## config.mk

```make
export PLATFORM = sky130hd
export DESIGN_NAME = ipi_dest_decoder
export DESIGN_NICKNAME = d
export VERILOG_FILES = /design/src/rtl/ipi_pkg.sv /design/src/rtl/ipi_first_set.sv /design/src/rtl/ipi_unit_regs.sv /design/src/rtl/ipi_dest_match.sv /design/src/rtl/ipi_dest_decoder.sv
export SDC_FILE = /design/constraint.sdc
export NUM_CORES = 2
export LEC_CHECK = 0
export BUFFER_PORTS_ARGS = -buffer_cell sky130_fd_sc_hd__buf_2
export CORE_MARGIN = 4
export CORE_UTILIZATION = 50
export DETAILED_ROUTE_END_ITERATION = 10
export GPL_TIMING_DRIVEN = 0
export PLACE_DENSITY = 0.66
export SLEW_MARGIN = 20
export SYNTH_ARGS = -nofsm -noshare
export SYNTH_HDL_FRONTEND = slang
export SYNTH_SLANG_ARGS = --single-unit
```

## constraint.sdc

```tcl
create_clock -name clk -period 4.5 [get_ports clk]
set_input_delay 0.675 -clock clk [delete_from_list [all_inputs] [get_ports clk]]
set_output_delay 0.675 -clock clk [all_outputs]
set_load 0.01 [all_outputs]
```

## src/rtl/ipi_pkg.sv

```systemverilog
package ipi_pkg;

   localparam int MAX_UNITS = 32;

   typedef enum logic [2:0] {
      DM_FIXED   = 3'd0,
      DM_LOWEST  = 3'd1,
      DM_SMI     = 3'd2,
      DM_RSVD    = 3'd3,
      DM_NMI     = 3'd4,
      DM_INIT    = 3'd5,
      DM_STARTUP = 3'd6,
      DM_EXTINT  = 3'd7
   } dlv_mode_e;

   typedef enum logic [1:0] {
      SH_NONE   = 2'd0,
      SH_SELF   = 2'd1,
      SH_ALL    = 2'd2,
      SH_OTHERS = 2'd3
   } shorthand_e;

   typedef enum logic [1:0] {
      RS_ID      = 2'd0,
      RS_LOGICAL = 2'd1,
      RS_FORMAT  = 2'd2,
      RS_ARB     = 2'd3
   } reg_sel_e;

   localparam logic [3:0] MODEL_FLAT    = 4'hF;
   localparam logic [3:0] MODEL_CLUSTER = 4'h0;

   typedef struct packed {
      shorthand_e shorthand;
      logic       trigger;
      logic       level;
      logic       logical;
      dlv_mode_e  mode;
      logic [7:0] vector;
   } cmd_t;

   function automatic cmd_t unpack_cmd(logic [31:0] w);
      cmd_t c;
      c.vector    = w[7:0];
      c.mode      = dlv_mode_e'(w[10:8]);
      c.logical   = w[11];
      c.level     = w[14];
      c.trigger   = w[15];
      c.shorthand = shorthand_e'(w[19:18]);
      return c;
   endfunction

endpackage

```

## src/rtl/ipi_first_set.sv

```systemverilog
module ipi_first_set #(
   parameter int W = 8
)(
   input  logic [W-1:0] vec,
   output logic [W-1:0] onehot
);
   // isolate lowest set bit by two's complement
   assign onehot = vec & (~vec + W'(1));
endmodule

```

## src/rtl/ipi_unit_regs.sv

```systemverilog
module ipi_unit_regs import ipi_pkg::*; #(
   parameter int NUM_UNITS = 32,
   localparam int UIDX_W = (NUM_UNITS > 1) ? $clog2(NUM_UNITS) : 1
)(
   input  logic                      clk,
   input  logic                      rst_n,
   input  logic                      cfg_we,
   input  logic [UIDX_W-1:0]         cfg_unit,
   input  logic [1:0]                cfg_sel,
   input  logic [7:0]                wr_byte,
   input  logic [NUM_UNITS-1:0]      arb_load,
   output logic [NUM_UNITS-1:0][7:0] phys_id,
   output logic [NUM_UNITS-1:0][7:0] log_dest,
   output logic [NUM_UNITS-1:0][3:0] model,
   output logic [31:0]               cfg_rdata
);
   logic [NUM_UNITS-1:0][7:0] arb_id;

   for (genvar g = 0; g < NUM_UNITS; g++) begin : g_unit
      logic hit;
      assign hit = cfg_we && (int'(cfg_unit) == g);

      always_ff @(posedge clk or negedge rst_n) begin
         if (!rst_n) begin
            phys_id[g]  <= 8'(g);
            log_dest[g] <= 8'h00;
            model[g]    <= MODEL_FLAT;
         end else if (hit) begin
            case (reg_sel_e'(cfg_sel))
               RS_ID:      phys_id[g]  <= wr_byte;
               RS_LOGICAL: log_dest[g] <= wr_byte;
               RS_FORMAT:  model[g]    <= wr_byte[7:4];
               default:    ;
            endcase
         end
      end

      always_ff @(posedge clk or negedge rst_n) begin
         if (!rst_n)
            arb_id[g] <= 8'h00;
         else if (arb_load[g])
            arb_id[g] <= phys_id[g];
      end
   end

   always_comb begin
      cfg_rdata = '0;
      if (int'(cfg_unit) < NUM_UNITS) begin
         case (reg_sel_e'(cfg_sel))
            RS_ID:      cfg_rdata = {phys_id[cfg_unit], 24'h0};
            RS_LOGICAL: cfg_rdata = {log_dest[cfg_unit], 24'h0};
            RS_FORMAT:  cfg_rdata = {model[cfg_unit], 28'hFFF_FFFF};
            RS_ARB:     cfg_rdata = {arb_id[cfg_unit], 24'h0};
            default:    cfg_rdata = '0;
         endcase
      end
   end
endmodule

```

## src/rtl/ipi_dest_match.sv

```systemverilog
module ipi_dest_match import ipi_pkg::*; #(
   parameter int NUM_UNITS       = 32,
   parameter bit PHYS_FIRST_ONLY = 1'b1
)(
   input  logic [7:0]                dest,
   input  logic                      logical,
   input  logic [NUM_UNITS-1:0][7:0] phys_id,
   input  logic [NUM_UNITS-1:0][7:0] log_dest,
   input  logic [NUM_UNITS-1:0][3:0] model,
   output logic [NUM_UNITS-1:0]      mask
);
   logic [NUM_UNITS-1:0] phys_hit;
   logic [NUM_UNITS-1:0] phys_sel;
   logic [NUM_UNITS-1:0] log_hit;

   for (genvar g = 0; g < NUM_UNITS; g++) begin : g_cmp
      logic flat_hit, clus_hit;
      assign phys_hit[g] = (phys_id[g] == dest);
      assign flat_hit    = |(dest & log_dest[g]);
      assign clus_hit    = (dest[7:4] == log_dest[g][7:4]) &&
                           (|(dest[3:0] & log_dest[g][3:0]));
      assign log_hit[g]  = (model[g] == MODEL_FLAT)    ? flat_hit :
                           (model[g] == MODEL_CLUSTER) ? clus_hit : 1'b0;
   end

   if (PHYS_FIRST_ONLY) begin : g_phys_first
      ipi_first_set #(.W(NUM_UNITS)) u_first (
         .vec    (phys_hit),
         .onehot (phys_sel)
      );
   end else begin : g_phys_all
      assign phys_sel = phys_hit;
   end

   always_comb begin
      if (logical)
         mask = log_hit;
      else if (dest == 8'hFF)
         mask = '1;
      else
         mask = phys_sel;
   end
endmodule

```

## src/rtl/ipi_dest_decoder.sv

```systemverilog
module ipi_dest_decoder import ipi_pkg::*; #(
   parameter int NUM_UNITS       = 32,
   parameter bit PHYS_FIRST_ONLY = 1'b1,
   localparam int UIDX_W = (NUM_UNITS > 1) ? $clog2(NUM_UNITS) : 1
)(
   input  logic                 clk,
   input  logic                 rst_n,
   input  logic                 cfg_we,
   input  logic [UIDX_W-1:0]    cfg_unit,
   input  logic [1:0]           cfg_sel,
   input  logic [31:0]          cfg_wdata,
   output logic [31:0]          cfg_rdata,
   input  logic [UIDX_W-1:0]    self_unit,
   input  logic                 cmd_we_hi,
   input  logic                 cmd_we_lo,
   input  logic [31:0]          cmd_wdata,
   output logic                 busy,
   output logic                 send_valid,
   output logic [NUM_UNITS-1:0] send_mask,
   output logic [7:0]           send_vector,
   output logic [2:0]           send_mode,
   output logic                 send_trigger,
   output logic                 send_level
);
   if (NUM_UNITS < 1 || NUM_UNITS > MAX_UNITS) begin : g_bad_units
      $error("NUM_UNITS out of range");
   end

   logic                      unused_bits;
   logic [NUM_UNITS-1:0][7:0] phys_id;
   logic [NUM_UNITS-1:0][7:0] log_dest;
   logic [NUM_UNITS-1:0][3:0] model;
   logic [NUM_UNITS-1:0]      arb_load;
   logic [NUM_UNITS-1:0]      dest_mask;
   logic [NUM_UNITS-1:0]      tgt_mask;
   logic [NUM_UNITS-1:0]      low_mask;
   logic [NUM_UNITS-1:0]      self_hot;
   logic [NUM_UNITS-1:0]      out_mask;
   logic [7:0]                dest_q;
   cmd_t                      cmd_q;
   logic                      pending;
   logic                      init_deassert;
   logic                      fire;

   assign unused_bits = ^{cmd_wdata[23:20], cmd_wdata[17:16],
                          cmd_wdata[13:12], cfg_wdata[23:0]};

   ipi_unit_regs #(.NUM_UNITS(NUM_UNITS)) u_regs (
      .clk       (clk),
      .rst_n     (rst_n),
      .cfg_we    (cfg_we),
      .cfg_unit  (cfg_unit),
      .cfg_sel   (cfg_sel),
      .wr_byte   (cfg_wdata[31:24]),
      .arb_load  (arb_load),
      .phys_id   (phys_id),
      .log_dest  (log_dest),
      .model     (model),
      .cfg_rdata (cfg_rdata)
   );

   // command halves; the low half launches a decode
   always_ff @(posedge clk or negedge rst_n) begin
      if (!rst_n) begin
         dest_q  <= 8'h00;
         cmd_q   <= '0;
         pending <= 1'b0;
      end else begin
         if (cmd_we_hi)
            dest_q <= cmd_wdata[31:24];
         if (cmd_we_lo && !pending) begin
            cmd_q   <= unpack_cmd(cmd_wdata);
            pending <= 1'b1;
         end else begin
            pending <= 1'b0;
         end
      end
   end

   assign busy = pending;

   ipi_dest_match #(
      .NUM_UNITS       (NUM_UNITS),
      .PHYS_FIRST_ONLY (PHYS_FIRST_ONLY)
   ) u_match (
      .dest     (dest_q),
      .logical  (cmd_q.logical),
      .phys_id  (phys_id),
      .log_dest (log_dest),
      .model    (model),
      .mask     (dest_mask)
   );

   assign self_hot = (int'(self_unit) < NUM_UNITS) ?
                     (NUM_UNITS'(1) << self_unit) : '0;

   always_comb begin
      case (cmd_q.shorthand)
         SH_NONE:   tgt_mask = dest_mask;
         SH_SELF:   tgt_mask = self_hot;
         SH_ALL:    tgt_mask = '1;
         SH_OTHERS: tgt_mask = ~self_hot;
         default:   tgt_mask = '0;
      endcase
   end

   ipi_first_set #(.W(NUM_UNITS)) u_lowest (
      .vec    (tgt_mask),
      .onehot (low_mask)
   );

   assign out_mask      = (cmd_q.mode == DM_LOWEST) ? low_mask : tgt_mask;
   assign init_deassert = (cmd_q.mode == DM_INIT) && !cmd_q.level && cmd_q.trigger;
   assign fire          = pending && !init_deassert && (cmd_q.mode != DM_RSVD);
   assign arb_load      = (pending && init_deassert) ? tgt_mask : '0;

   always_ff @(posedge clk or negedge rst_n) begin
      if (!rst_n) begin
         send_valid   <= 1'b0;
         send_mask    <= '0;
         send_vector  <= 8'h00;
         send_mode    <= 3'd0;
         send_trigger <= 1'b0;
         send_level   <= 1'b0;
      end else begin
         send_valid <= fire;
         if (fire) begin
            send_mask    <= out_mask;
            send_vector  <= cmd_q.vector;
            send_mode    <= cmd_q.mode;
            send_trigger <= cmd_q.trigger;
            send_level   <= cmd_q.level;
         end
      end
   end
endmodule

```

# Word level (Yosys, flattened, before mapping)
# Index checks and enable logic that the tools add are counted.
[totals]
register_bits = 967
inputBits = 81
out_inout_bits = 79
elab_cells = 699
[op_classes]
add_sub_neg = 2
n_lt_le_gt_ge = 1
n_eq_ne = 137
shifts = 1
mux = 79
n_bitwise = 69
reduce_logical = 268
[ops]
columns = ["cell", "n"]
rows = [
  ["AND 8 bit", 32],
  ["equality test 8 bit", 32],
  ["case mux 32 bit (4 select lines)", 2],
  ["OR reduction 8 bit", 32],
  ["AND reduction 2 bit", 96],
  ["AND 4 bit", 32],
  ["equality test 4 bit", 32],
  ["equality test 4 bit (second input constant)", 32],
  ["zero test 4 bit", 32],
  ["two-way mux 32 bit", 4],
  ["OR reduction 4 bit", 32],
  ["binary-select mux 8 bit (select 5 bit)", 3],
  ["inverter 32 bit", 3],
  ["equality test 5 bit (second input constant)", 16],
  ["logical AND 1 bit", 70],
  ["two-way mux 1 bit", 65],
  ["adder 32 x 1 -> 32 bit (second input constant)", 2],
  ["AND 32 bit", 2],
  ["equality test 5 x 4 -> 1 bit (second input constant)", 8],
  ["<< shifter 1 x 5 -> 32 bit (first input constant)", 1],
  ["two-way mux 8 bit", 3],
  ["binary-select mux 4 bit (select 5 bit)", 1],
  ["equality test 5 x 3 -> 1 bit (second input constant)", 4],
  ["equality test 5 x 2 -> 1 bit (second input constant)", 2],
  ["12 further kinds", 19],
]

# Longest topological paths before layout
[logic_depth]
word_depth = 11
depth_mapped = 15
depth_no_buf = 11

# Modules after synthesis
# From an unflattened synthesis, not the netlist that was laid out.
[unflattened]
cells_unflattened = 4192
area_unflattened_um2 = 53801.6
[modules_own_cells]
columns = ["mod", "instances", "cells_per_inst", "area_per_inst_um2", "seq_area_each_um2"]
rows = [
  ["ipi_unit_regs", 1, 2692, 41643.7, 22681.8],
  ["ipi_dest_match", 1, 858, 6940.4, 0.0],
  ["ipi_dest_decoder", 1, 488, 4314.1, 1776.7],
  ["ipi_first_set", 2, 77, 451.7, 0.0],
]

# Worst setup path before layout
# OpenSTA, ideal clock, no wires.
[synth_timing]
kind = "input -> output"
startpoint = "input port cfg_unit[0]"
endpoint = "output port cfg_rdata[30]"
arrival_ns = 3.518
required_time_ns = 3.825
path_slack_ns = 0.307
stages = 7
n_path_buf = 3
path_cell_list = "clkbuf_1 buf_2 buf_1 mux4_2 mux4_2 mux4_2 mux2_2"
[synth_via]
elab_chain_len = 3
elab_cells_between_ends = 9
cone_classes = "9 x mux"
[synth_rtl]
columns = ["item", "line_no", "source"]
rows = [
  ["from (decl)", "ipi_dest_decoder.sv:9", "input logic [UIDX_W-1:0] cfg_unit,"],
  ["binary-select mux 8 bit (select 5 bit), or another cell as far along", "ipi_unit_regs.sv:53", "RS_ARB: cfg_rdata = {arb_id[cfg_unit], 24'h0};"],
  ["two-way mux 8 bit (implied by the code), or another cell as far along", "ipi_unit_regs.sv:53", ""],
  ["case mux 32 bit (4 select lines) *", "ipi_unit_regs.sv:49", "case (reg_sel_e'(cfg_sel))"],
  ["to (decl)", "ipi_dest_decoder.sv:12", "output logic [31:0] cfg_rdata,"],
]
# Mark *: on every way between the ends. The rest lies on a longest branch, timed or not. The select of a mux whose other input is x is not followed.

# Worst setup path after layout
[layout_timing]
startpoint = "register cmd_q[11] (netlist bit)"
endpoint = "register send_mask[30]"
[layout_via]
elab_chain_len = 6
[layout_rtl]
columns = ["item", "line_no", "source"]
rows = [
  ["from (decl)", "ipi_dest_decoder.sv:40", "cmd_t cmd_q;"],
  ["from (signal assigned)", "ipi_dest_decoder.sv:72", "cmd_q <= unpack_cmd(cmd_wdata);"],
  ["two-way mux 32 bit *", "ipi_dest_match.sv:36", "if (logical)"],
  ["case mux 32 bit (4 select lines) *", "ipi_dest_decoder.sv:98", "case (cmd_q.shorthand)"],
  ["inverter 32 bit", "ipi_first_set.sv:8", "assign onehot = vec & (~vec + W'(1));"],
  ["adder 32 x 1 -> 32 bit", "ipi_first_set.sv:8", ""],
  ["AND 32 bit", "ipi_first_set.sv:8", ""],
  ["two-way mux 32 bit *", "ipi_dest_decoder.sv:112", "assign out_mask = (cmd_q.mode == DM_LOWEST) ? low_mask : tgt_mask;"],
  ["to (signal assigned)", "ipi_dest_decoder.sv:128", "send_mask <= out_mask;"],
  ["to (decl)", "ipi_dest_decoder.sv:19", "output logic [NUM_UNITS-1:0] send_mask,"],
]
# Mark *: on every way between the ends. The rest lies on a longest branch, timed or not.
# A chain may end at the register's enable or synchronous reset.

==> flow_metrics.tcl <==
set metrics [dict create \
    drv_slew 0 \
    finalCritPeriodShare_pct 103 \
    final_common_cell "mux2_2" \
    numPortBuffers 113 \
    vias 38100 \
    drt_wl_total_um 199000 \
    via_per_inst 6.86 \
    slew_headroom_pct 6.70 \
    final_nets 4269 \
    cp-start-kind "register" \
    setup_slack_ns -0.134 \
    p_sw_mw 7.10 \
    end_kind "register" \
    seq_area_frac_synth_pct 46.5 \
    coreArea_um2 104000 \
    ys_ff_latch 967 \
    power.density_nw_per_um2 402 \
    cts_tree "built" \
    min_period_ns 4.63 \
    fmax_mhz 216 \
    dieArea_um2 110000 \
    num_rows 118 \
    worstPathArrival_ns 5.25 \
    antenna_found_initial 24 \
    synth_nets 4032 \
    critPathMaxFanout 10 \
    clockBufferDepth 3 \
    timing.hold.ws_ns 0.203 \
    grtUsageTotal_pct 35.5 \
    netlist_area_um2 52600 \
    cts_root_buffer "clkbuf_16" \
    hold_violations 0 \
    syn-instance-count 3823 \
    grt_max_degree 136 \
    path_clk_slew_ns 0.06 \
    mostFrequentLayoutCells "mux2_2, dfrtp_1, mux4_2" \
    crit_required_ns 5.12 \
    setup_viol 59 \
    tightest_slew_ns 1.38 \
    synth_cell_type_count 90 \
    synth-edff-count 0 \
    drv_cap 0 \
    die_h_um 332 \
    num_io_pins 160 \
    routedWlPerCell_um 35.8 \
    grt-ovfl-total 0 \
    drive_above_1_share_pct 47.2 \
    numCtsBuffers 107 \
    drc_errors 0 \
    clkLatencyLatePin_ns 0.72 \
    rrSetupSlack_ns -0.13 \
    cts.sinks 967 \
    critPathKind "reg -> reg" \
    post-dp-hpwl_um 149000 \
    synth-async-reset-ratio_pct 100 \
    start_util_pct 50.6 \
    die_w_um 332 \
    yosys_warnings 0 \
    synthFlopType "dfrtp_1" \
    failed_checks "negative setup slack" \
    place.gp.congestion 1.03 \
    syn_to_final_growth_pct 13.0 \
    h-tree-depth 3 \
    clkPwrFrac_pct 38.8 \
    swShare_pct 29.7 \
    leakagePower_nw 26.4 \
    power.internal_mw 16.8 \
    power_frac_comb_pct 18.2 \
    grt_pass1_vias 37300 \
    grt_pass1_wl_um 281000 \
    hold_path.class "in -> reg" \
    p_seq_share_pct 43.0 \
    clock_skew_ns 0.0335 \
    drt_first_pass_iters 6 \
    syn_area_per_cell_um2 13.8 \
    ir_worst_vdd_uv 320 \
    ant_nets 0 \
    status "finished with violations" \
    drt-initial-drc-count 4772 \
    dp_slack_ns -0.968 \
]
## path summary, 6_finish.rpt
path / to / from / cells past startpoint
worst max-delay path: send_mask[30]$_DFFE_PN0P_ / cmd_q[11]$_DFFE_PN0P_ / 9
worst min-delay path: dest_q[5]$_DFFE_PN0P_ / cmd_wdata[29] / 2
worst max register to register: send_mask[30]$_DFFE_PN0P_ / cmd_q[11]$_DFFE_PN0P_ / 9
worst min register to register: send_vector[7]$_DFFE_PN0P_ / cmd_q[7]$_DFFE_PN0P_ / 2
max in group asynchronous: u_regs.phys_id[153]$_DFFE_PN1P_ / rst_n / 6
min in group asynchronous: u_regs.log_dest[53]$_DFFE_PN0P_ / rst_n / 2
## sequential cells by signal (all words and copies together) (netlist names)
register and cells:
busy 1, cmd_q 16, dest_q 8, send_level 1, send_mask 32, send_mode 3, send_trigger 1, send_valid 1
send_vector 8, u_regs.arb_id 256, u_regs.log_dest 256, u_regs.model 128, u_regs.phys_id 256
## worst max-delay path, stage by stage, from the launching register on
cell,delay [ns]
dfrtp_1,0.73
clkbuf_2,0.51
buf_2,0.52
buf_2,0.56
o221ai_1,0.57
a31oi_2,0.58
nand4_4,0.20
nor4_4,0.49
nand2_1,0.18
o21ai_1,0.18
## what timing repair did
action | 4_1_cts | 5_1_grt
gates resized for setup | 86 | 54
setup buffers | 0 | 1
setup endpoints to repair | 179 | 133
hold endpoints to repair | 31 | 0
cloned | 0 | 0
hold buffers | 1 | 0
pin swaps | 0 | 2
## power by group through the flow
stage / Sequential (mW) / Combinational, mW / Clock (mW)
finish: 10.3 / 4.35 / 9.27
floorplan: 10.2 / 2.46 / 0
detailed placement: 10.4 / 4.17 / 0
CTS: 10.2 / 4.21 / 9.33
global route: 10.3 / 4.54 / 9.68
global placement: 10.4 / 4.02 / 0
## routing by layer
metal / share of wire [%] / track usage, % / wire length, µm / up-vias
met3: 13 / 12.7 / 25400 / 604
met5: 0.031 / 0 / 62 / -
met2: 42 / 50.1 / 82900 / 2496
met1: 39 / 47.7 / 77100 / 20000
met4: 6.6 / 19.6 / 13200 / 10
li1: - / - / - / 15000
## cell usage after synthesis, types with 5 or more instances
cell      number  area share, %
or2_2          6          0.071
nand2_1      205            1.5
mux2i_1        6           0.11
mux2_2       925             20
o21ai_1       13           0.12
ha_1         128            3.0
a31oi_1       18           0.21
and3_1         5          0.059
buf_4         33           0.47
a22o_1        23           0.38
o21a_1         6          0.086
clkbuf_1     139           0.99
xor2_1        90            1.5
a221oi_1      11           0.18
mux4_2       292             13
a22oi_1       28           0.40
dfstp_2      208             10
nand2b_1      16           0.19
o31ai_1       13           0.19
and2_1        12           0.14
nand3_1       24           0.23
buf_6         30           0.64
xnor2_1      188            3.1
inv_1          8          0.057
nand4_1       85            1.0
and4_1         6           0.10
or4_1         36           0.51
a21oi_1       43           0.41
nor2b_1       16           0.19
a21o_1         5          0.071
nor4_1        93            1.1
nor2_1       105           0.75
buf_2         14           0.13
buf_8          6           0.17
nor3_1        27           0.26
o21ai_0       66           0.63
buf_1         35           0.25
dfrtp_1      759             36
a221oi_2       8           0.23
## through the flow
step | utilization (%) | TNS [ns] | instance area, µm² | total power [mW] | std cells
CTS | 57.0 | 0 | 59200 | 23.8 | 5533
global route | 57.1 | -0.00226 | 59400 | 24.5 | 5535
detailed placement | 53.2 | -81.77 | 55300 | 14.5 | 5330
finish | 57.2 | -3.79 | 59400 | 23.9 | 5553
global placement | 52.8 | - | 54900 | 14.4 | 5316
floorplan | - | 0 | 52600 | 12.6 | 3823
## layout make-up
| type | count | area, µm² |
|---|---|---|
| multi-input cells | 2590 | 26900 |
| flip-flops and latches | 967 | 24500 |
| repair buffers | 129 | 933 |
| plain buffers | 256 | 1610 |
| clock inverters | 43 | 480 |
| inverters | 9 | 33.8 |
| diodes | 19 | 47.5 |
| fillers | 8558 | 44500 |
| clock buffers | 160 | 3220 |
| well taps | 1380 | 1730 |
## kinds of logic (layout without fill, tap and decap cells)
kind of cell	Yosys count	count (layout)	share of synthesized area, %
muxes	1223	1223	32.4
DFF	967	967	46.5
and+or+nand+nor	670	670	6.71
AOI/OAI and AO/OA	291	291	3.95
xor gates and xnor gates	278	278	4.63
buffers and inverters	266	597	2.72
adders and majority gates	128	128	3.05
other	0	19	0
Power figures use the tool's default switching activity.
